**src/rtl/rtc_pkg.sv**
```systemverilog
package rtc_pkg;
  localparam int unsigned IDX_W    = 4;
  localparam int unsigned NUM_TIME = 10;
  localparam int unsigned IDX_A    = 10;
  localparam int unsigned IDX_B    = 11;
  localparam int unsigned IDX_MAX  = 13;

  localparam logic [7:0] A_FIXED    = 8'h26;
  localparam logic [7:0] B_RESET    = 8'h46;
  localparam logic [7:0] B_FREE     = 8'h48;
  localparam logic [7:0] B_FIXED    = 8'h06;
  localparam logic [7:0] FLIP_MASK  = 8'h80;
  localparam int unsigned PIE_POS   = 6;

  typedef struct packed {
    logic idxLoad;
    logic timeLoad;
    logic aLoad;
    logic bLoad;
    logic aRead;
    logic rdLoad;
    logic errSet;
  } rtcStrobe_t;
endpackage

```
**src/rtl/rtc_ctrl.sv**
```systemverilog
module rtc_ctrl
  import rtc_pkg::*;
(
  input  logic             idxWe,
  input  logic             dataWe,
  input  logic             dataRe,
  input  logic [7:0]       wrData,
  input  logic [IDX_W-1:0] curIdx,
  output rtcStrobe_t       strb
);
  logic idxOk;
  logic bOk;

  assign idxOk = (wrData <= 8'(IDX_MAX));
  assign bOk   = ((wrData & ~B_FREE) == B_FIXED);

  always_comb begin
    strb = '0;
    if (idxWe) begin
      if (idxOk) strb.idxLoad = 1'b1;
      else       strb.errSet  = 1'b1;
    end else if (dataWe) begin
      if (32'(curIdx) < NUM_TIME) begin
        strb.timeLoad = 1'b1;
      end else if (32'(curIdx) == IDX_A) begin
        if (wrData == A_FIXED) strb.aLoad  = 1'b1;
        else                   strb.errSet = 1'b1;
      end else if (32'(curIdx) == IDX_B) begin
        if (bOk) strb.bLoad  = 1'b1;
        else     strb.errSet = 1'b1;
      end else begin
        strb.errSet = 1'b1;
      end
    end else if (dataRe) begin
      strb.rdLoad = 1'b1;
      strb.aRead  = (32'(curIdx) == IDX_A);
    end
  end
endmodule

```
**src/rtl/rtc_datapath.sv**
```systemverilog
module rtc_datapath
  import rtc_pkg::*;
#(
  parameter int unsigned PERIOD = 16
) (
  input  logic             clk,
  input  logic             rstN,
  input  rtcStrobe_t       strb,
  input  logic [7:0]       wrData,
  output logic [IDX_W-1:0] curIdx,
  output logic [7:0]       rdData,
  output logic             errFlag,
  output logic             periodicIrq,
  output logic             pieEn
);
  localparam int unsigned CNT_W = (PERIOD > 2) ? $clog2(PERIOD) : 1;
  localparam logic [CNT_W-1:0] CNT_LAST = CNT_W'(PERIOD - 1);

  logic [7:0]       timeReg [NUM_TIME];
  logic [7:0]       regA;
  logic [7:0]       regB;
  logic [7:0]       rdNext;
  logic [CNT_W-1:0] tickCnt;

  always_ff @(posedge clk or negedge rstN) begin
    if (!rstN)             curIdx <= '0;
    else if (strb.idxLoad) curIdx <= wrData[IDX_W-1:0];
  end

  for (genvar g = 0; g < NUM_TIME; g++) begin : g_time
    localparam logic [7:0] RST_VAL = (g >= 6 && g <= 8) ? 8'h01 : 8'h00;
    always_ff @(posedge clk or negedge rstN) begin
      if (!rstN)
        timeReg[g] <= RST_VAL;
      else if (strb.timeLoad && (32'(curIdx) == g))
        timeReg[g] <= wrData;
    end
  end

  always_ff @(posedge clk or negedge rstN) begin
    if (!rstN)           regA <= A_FIXED;
    else if (strb.aLoad) regA <= wrData;
    else if (strb.aRead) regA <= regA ^ FLIP_MASK;
  end

  always_ff @(posedge clk or negedge rstN) begin
    if (!rstN)           regB <= B_RESET;
    else if (strb.bLoad) regB <= wrData;
  end

  assign pieEn = regB[PIE_POS];

  always_comb begin
    if (32'(curIdx) < NUM_TIME)    rdNext = timeReg[curIdx];
    else if (32'(curIdx) == IDX_A) rdNext = regA ^ FLIP_MASK;
    else if (32'(curIdx) == IDX_B) rdNext = regB;
    else                           rdNext = 8'h00;
  end

  always_ff @(posedge clk or negedge rstN) begin
    if (!rstN)            rdData <= 8'h00;
    else if (strb.rdLoad) rdData <= rdNext;
  end

  always_ff @(posedge clk or negedge rstN) begin
    if (!rstN)            errFlag <= 1'b0;
    else if (strb.errSet) errFlag <= 1'b1;
  end

  always_ff @(posedge clk or negedge rstN) begin
    if (!rstN) begin
      tickCnt     <= '0;
      periodicIrq <= 1'b0;
    end else if (!pieEn) begin
      tickCnt     <= '0;
      periodicIrq <= 1'b0;
    end else if (tickCnt == CNT_LAST) begin
      tickCnt     <= '0;
      periodicIrq <= 1'b1;
    end else begin
      tickCnt     <= tickCnt + 1'b1;
      periodicIrq <= 1'b0;
    end
  end
endmodule

```
**src/rtl/rtc_regfile.sv**
```systemverilog
module rtc_regfile
  import rtc_pkg::*;
#(
  parameter int unsigned PERIOD = 16
) (
  input  logic       clk,
  input  logic       rstN,
  input  logic       idxWe,
  input  logic       dataWe,
  input  logic       dataRe,
  input  logic [7:0] wrData,
  output logic [7:0] rdData,
  output logic       periodicIrq,
  output logic       errFlag
);
  rtcStrobe_t       strb;
  logic [IDX_W-1:0] curIdx;
  logic             pieEn;

  rtc_ctrl ctrl_i (
    .idxWe (idxWe),
    .dataWe(dataWe),
    .dataRe(dataRe),
    .wrData(wrData),
    .curIdx(curIdx),
    .strb  (strb)
  );

  rtc_datapath #(.PERIOD(PERIOD)) dp_i (
    .clk        (clk),
    .rstN       (rstN),
    .strb       (strb),
    .wrData     (wrData),
    .curIdx     (curIdx),
    .rdData     (rdData),
    .errFlag    (errFlag),
    .periodicIrq(periodicIrq),
    .pieEn      (pieEn)
  );
endmodule

```
**config.mk**
```make
export PLATFORM = sky130hd
export DESIGN_NAME = rtc_regfile
export DESIGN_NICKNAME = d
export VERILOG_FILES = /design/src/rtl/rtc_pkg.sv /design/src/rtl/rtc_ctrl.sv /design/src/rtl/rtc_datapath.sv /design/src/rtl/rtc_regfile.sv
export SDC_FILE = /design/constraint.sdc
export NUM_CORES = 1
export LEC_CHECK = 0
export BUFFER_PORTS_ARGS = -buffer_cell sky130_fd_sc_hd__buf_4
export CORE_UTILIZATION = 55
export CTS_CLUSTER_DIAMETER = 30
export DETAILED_ROUTE_END_ITERATION = 10
export HOLD_SLACK_MARGIN = 0.15
export PLACE_DENSITY = 0.7
export RECOVER_POWER = 25
export SYNTH_ARGS = -nofsm -noshare
export SYNTH_HDL_FRONTEND = slang
export SYNTH_SLANG_ARGS = --single-unit
```
**constraint.sdc**
```tcl
create_clock -name clk -period 2.05 [get_ports clk]
set_input_delay 0.41 -clock clk [delete_from_list [all_inputs] [get_ports clk]]
set_output_delay 0.41 -clock clk [all_outputs]
set_load 0.02 [all_outputs]
```
==> metrics.txt <==
buffers and inverters on the worst path 0; max-cap viol count 0; Crit path largest cell delay 0.55 ns; Rows 35; WL/cell 21.1 um; Die Area 9850 um2; antenna viol nets, final 0; Post-CTS Resized 0; CTS tree built; most frequent cells in the layout dfrtp_1, mux2_2, buf_4; Top FF cell, synth dfrtp_1; EDFF count, synth 0; sequential-to-total area share from yosys stat 55.1%; CTS Buf Count 17; Critical Path RT 2.46 ns; Setup TNS 0 ns; Clock Latency Late Sink 0.52 ns; P_leak 0.00281 uW; # DRC 0; FF+latch area 2870 um2; fin crit share 94.4%; io pins 23; area delta synth->final 17.8%; Worst path top cell family by delay simple AND/OR/NAND/NOR gates; # fillers 655; Synth Instances 391; status finished, final reports clean; Port Buffers 22; Die W 99.2 um; hpwl dp 7.66 mm; clock skew 0.00757 ns; DR vias/cell 6.03; synthesized cell area 5200 um2; placed cells 515; Avg Cell Area, Syn 13.3 um2; n_diodes 0; vias in the first global route 3380; initial antenna violation count 0; CTS root buffer clkbuf_8; Die Span Y 99.2 um; crit path max fanout 15; GRT Total Usage 26.3%; global-route wire length before repair 19.0 mm; Initial DRC Count 174; total number of yosys warnings 0; Starting Density 56.6%; fin crit period 1.94 ns; # setup viols final 0; Max VDD drop 0.903 mV; CTS H-tree lvls 4; CP cell instances nor3_1 -> and3_1 -> mux2_2; synth unique cells 44; CTS sink count 114; clock transition at the registers of the reported paths 0.06 ns; fin. max-slew vios 0; multi-input logic area 2180 um2; syn_nets 405; Pre-antenna DRT Iters 5; Worst Setup Path Type flip-flop to flip-flop; Final Hold Fails 0; Critical-path top delay cell dfrtp_1; Startpoint Class flip-flop; Hold WC Path Type primary input to flip-flop; most common cell after layout, fill and taps aside dfrtp_1; relative slew slack 11.3%; Congestion Overflow GR 0; ratio of cells with drive above 1 in the final layout 39.4%; core area 9200 um2; via count 3304; Placer Congestion 0.810; Post-layout nets 438; Worst Tran Pin Value 1.33 ns; CP arrival 2.34 ns; unrepaired setup endpoints after global routing false; power density over the cells 1400 nW/um2; clock tree buffer depth 2; largest net degree at the start of global routing 62; Finished Layout Cells 548; FF+latch count, synth 114; fmax 517 MHz; Routed WL 11.6 mm; FFs w/ async S/R, synth 100%; crit end category flip-flop
cell families after synthesis:
family                   after synthesis  share of synthesized area (%)
AO/OA/AOI/OAI                         38                           5.17
adder cells (fa/ha/maj)                1                          0.241
AND/OR/NAND/NOR                       83                           8.83
flip-flops                           114                           55.1
XOR/XNOR                               2                          0.337
buffers and inverters                 30                           3.01
multiplexers                         123                           27.4
report_power, final:
group / leakage (uW) / total (uW) / internal (uW) / switching (uW)
sequential: 0.00144 / 3480 / 3030 / 450
combinational: 0.00108 / 2110 / 1150 / 961
clock: 0.000286 / 2990 / 1950 / 1040
total: 0.00281 / 8580 / 6130 / 2450
worst reg2reg max path: stages, from the launching register on:
cell and delay, ns:
dfrtp_1 0.55, nor3_1 0.38, and3_1 0.50, mux2_2 0.39
metrics by stage:
step / worst slack [ns] / total power (uW) / util (%) / hold slack [ns] / area [um2]
final: 0.115 / 8580 / 66.6 / 0.195 / 6120
after global routing: 0.0515 / 9020 / 66.6 / 0.171 / 6120
after CTS: 0.159 / 8650 / 66.9 / 0.164 / 6150
after detailed placement: 0.0362 / 5620 / 60.2 / 0.442 / 5530
after global placement: 0.00381 / 5540 / 60.2 / 0.438 / 5530
after floorplan: 0.403 / 4940 / - / 0.114 / 5200
layout make-up:
cell class / instances / share of cell area [%]
clock buffer: 20 / 7.44
clock inverter: 12 / 2.53
inverter: 3 / 0.184
multi-input combinational: 247 / 35.6
sequential: 114 / 46.8
tap: 111 / 2.27
timing repair buffer: 41 / 5.19
repair_timing:
item                                   in CTS  in global routing
hold buffers                                1                  0
endpoints found under the hold margin     113                  0
setup buffers                               0                  0
synth_stat cells, types with 6 or more instances:
cell type / count / area (um2)
mux2_2: 81 / 912
and2_1: 12 / 75.1
nand3_1: 8 / 40.0
a22oi_1: 7 / 52.6
dfrtp_1: 105 / 2630
nor2_1: 7 / 26.3
nor3_1: 12 / 60.1
mux2i_1: 33 / 330
nand2_1: 19 / 71.3
dfstp_2: 9 / 236
clkbuf_1: 13 / 48.8
a21oi_1: 11 / 55.1
mux4_2: 7 / 158
o31ai_1: 6 / 45.0
nand2b_1: 6 / 37.5
buf_2: 8 / 40.0
state kept, by name, summed over array words and instances (netlist names):
signal / cells
dp_i.periodicIrq: 1
dp_i.curIdx: 4
dp_i.errFlag: 1
dp_i.regB: 8
dp_i.rdData: 8
dp_i.timeReg: 80
dp_i.regA: 8
dp_i.tickCnt: 4
routing by layer:
metal  part of all wire [%]  wire length (um)  track usage (%)  vias to the layer above
met5                      0                 0                0                        -
met4                    2.0               229             10.3                        0
met3                    5.3               616             8.36                       14
li1                       -                 -                -                     1491
met2                     45              5200             37.3                       99
met1                     48              5520             37.9                     1700
worst paths after layout:
path	from	end	slack, ns	cells past startpoint
setup / recovery	dp_i.curIdx[1]	dp_i.timeReg[5]	0.11	3
hold / removal	idxWe	dp_i.errFlag	0.19	3
setup reg to reg	dp_i.curIdx[1]	dp_i.timeReg[5]	0.11	3
hold reg to reg	dp_i.regA[0]	dp_i.regA[0]	0.49	1
max in group asynchronous	rstN	dp_i.curIdx[0]	0.38	3
min in group asynchronous	rstN	dp_i.timeReg[61]	0.82	3
Power figures use the tool's default switching activity.
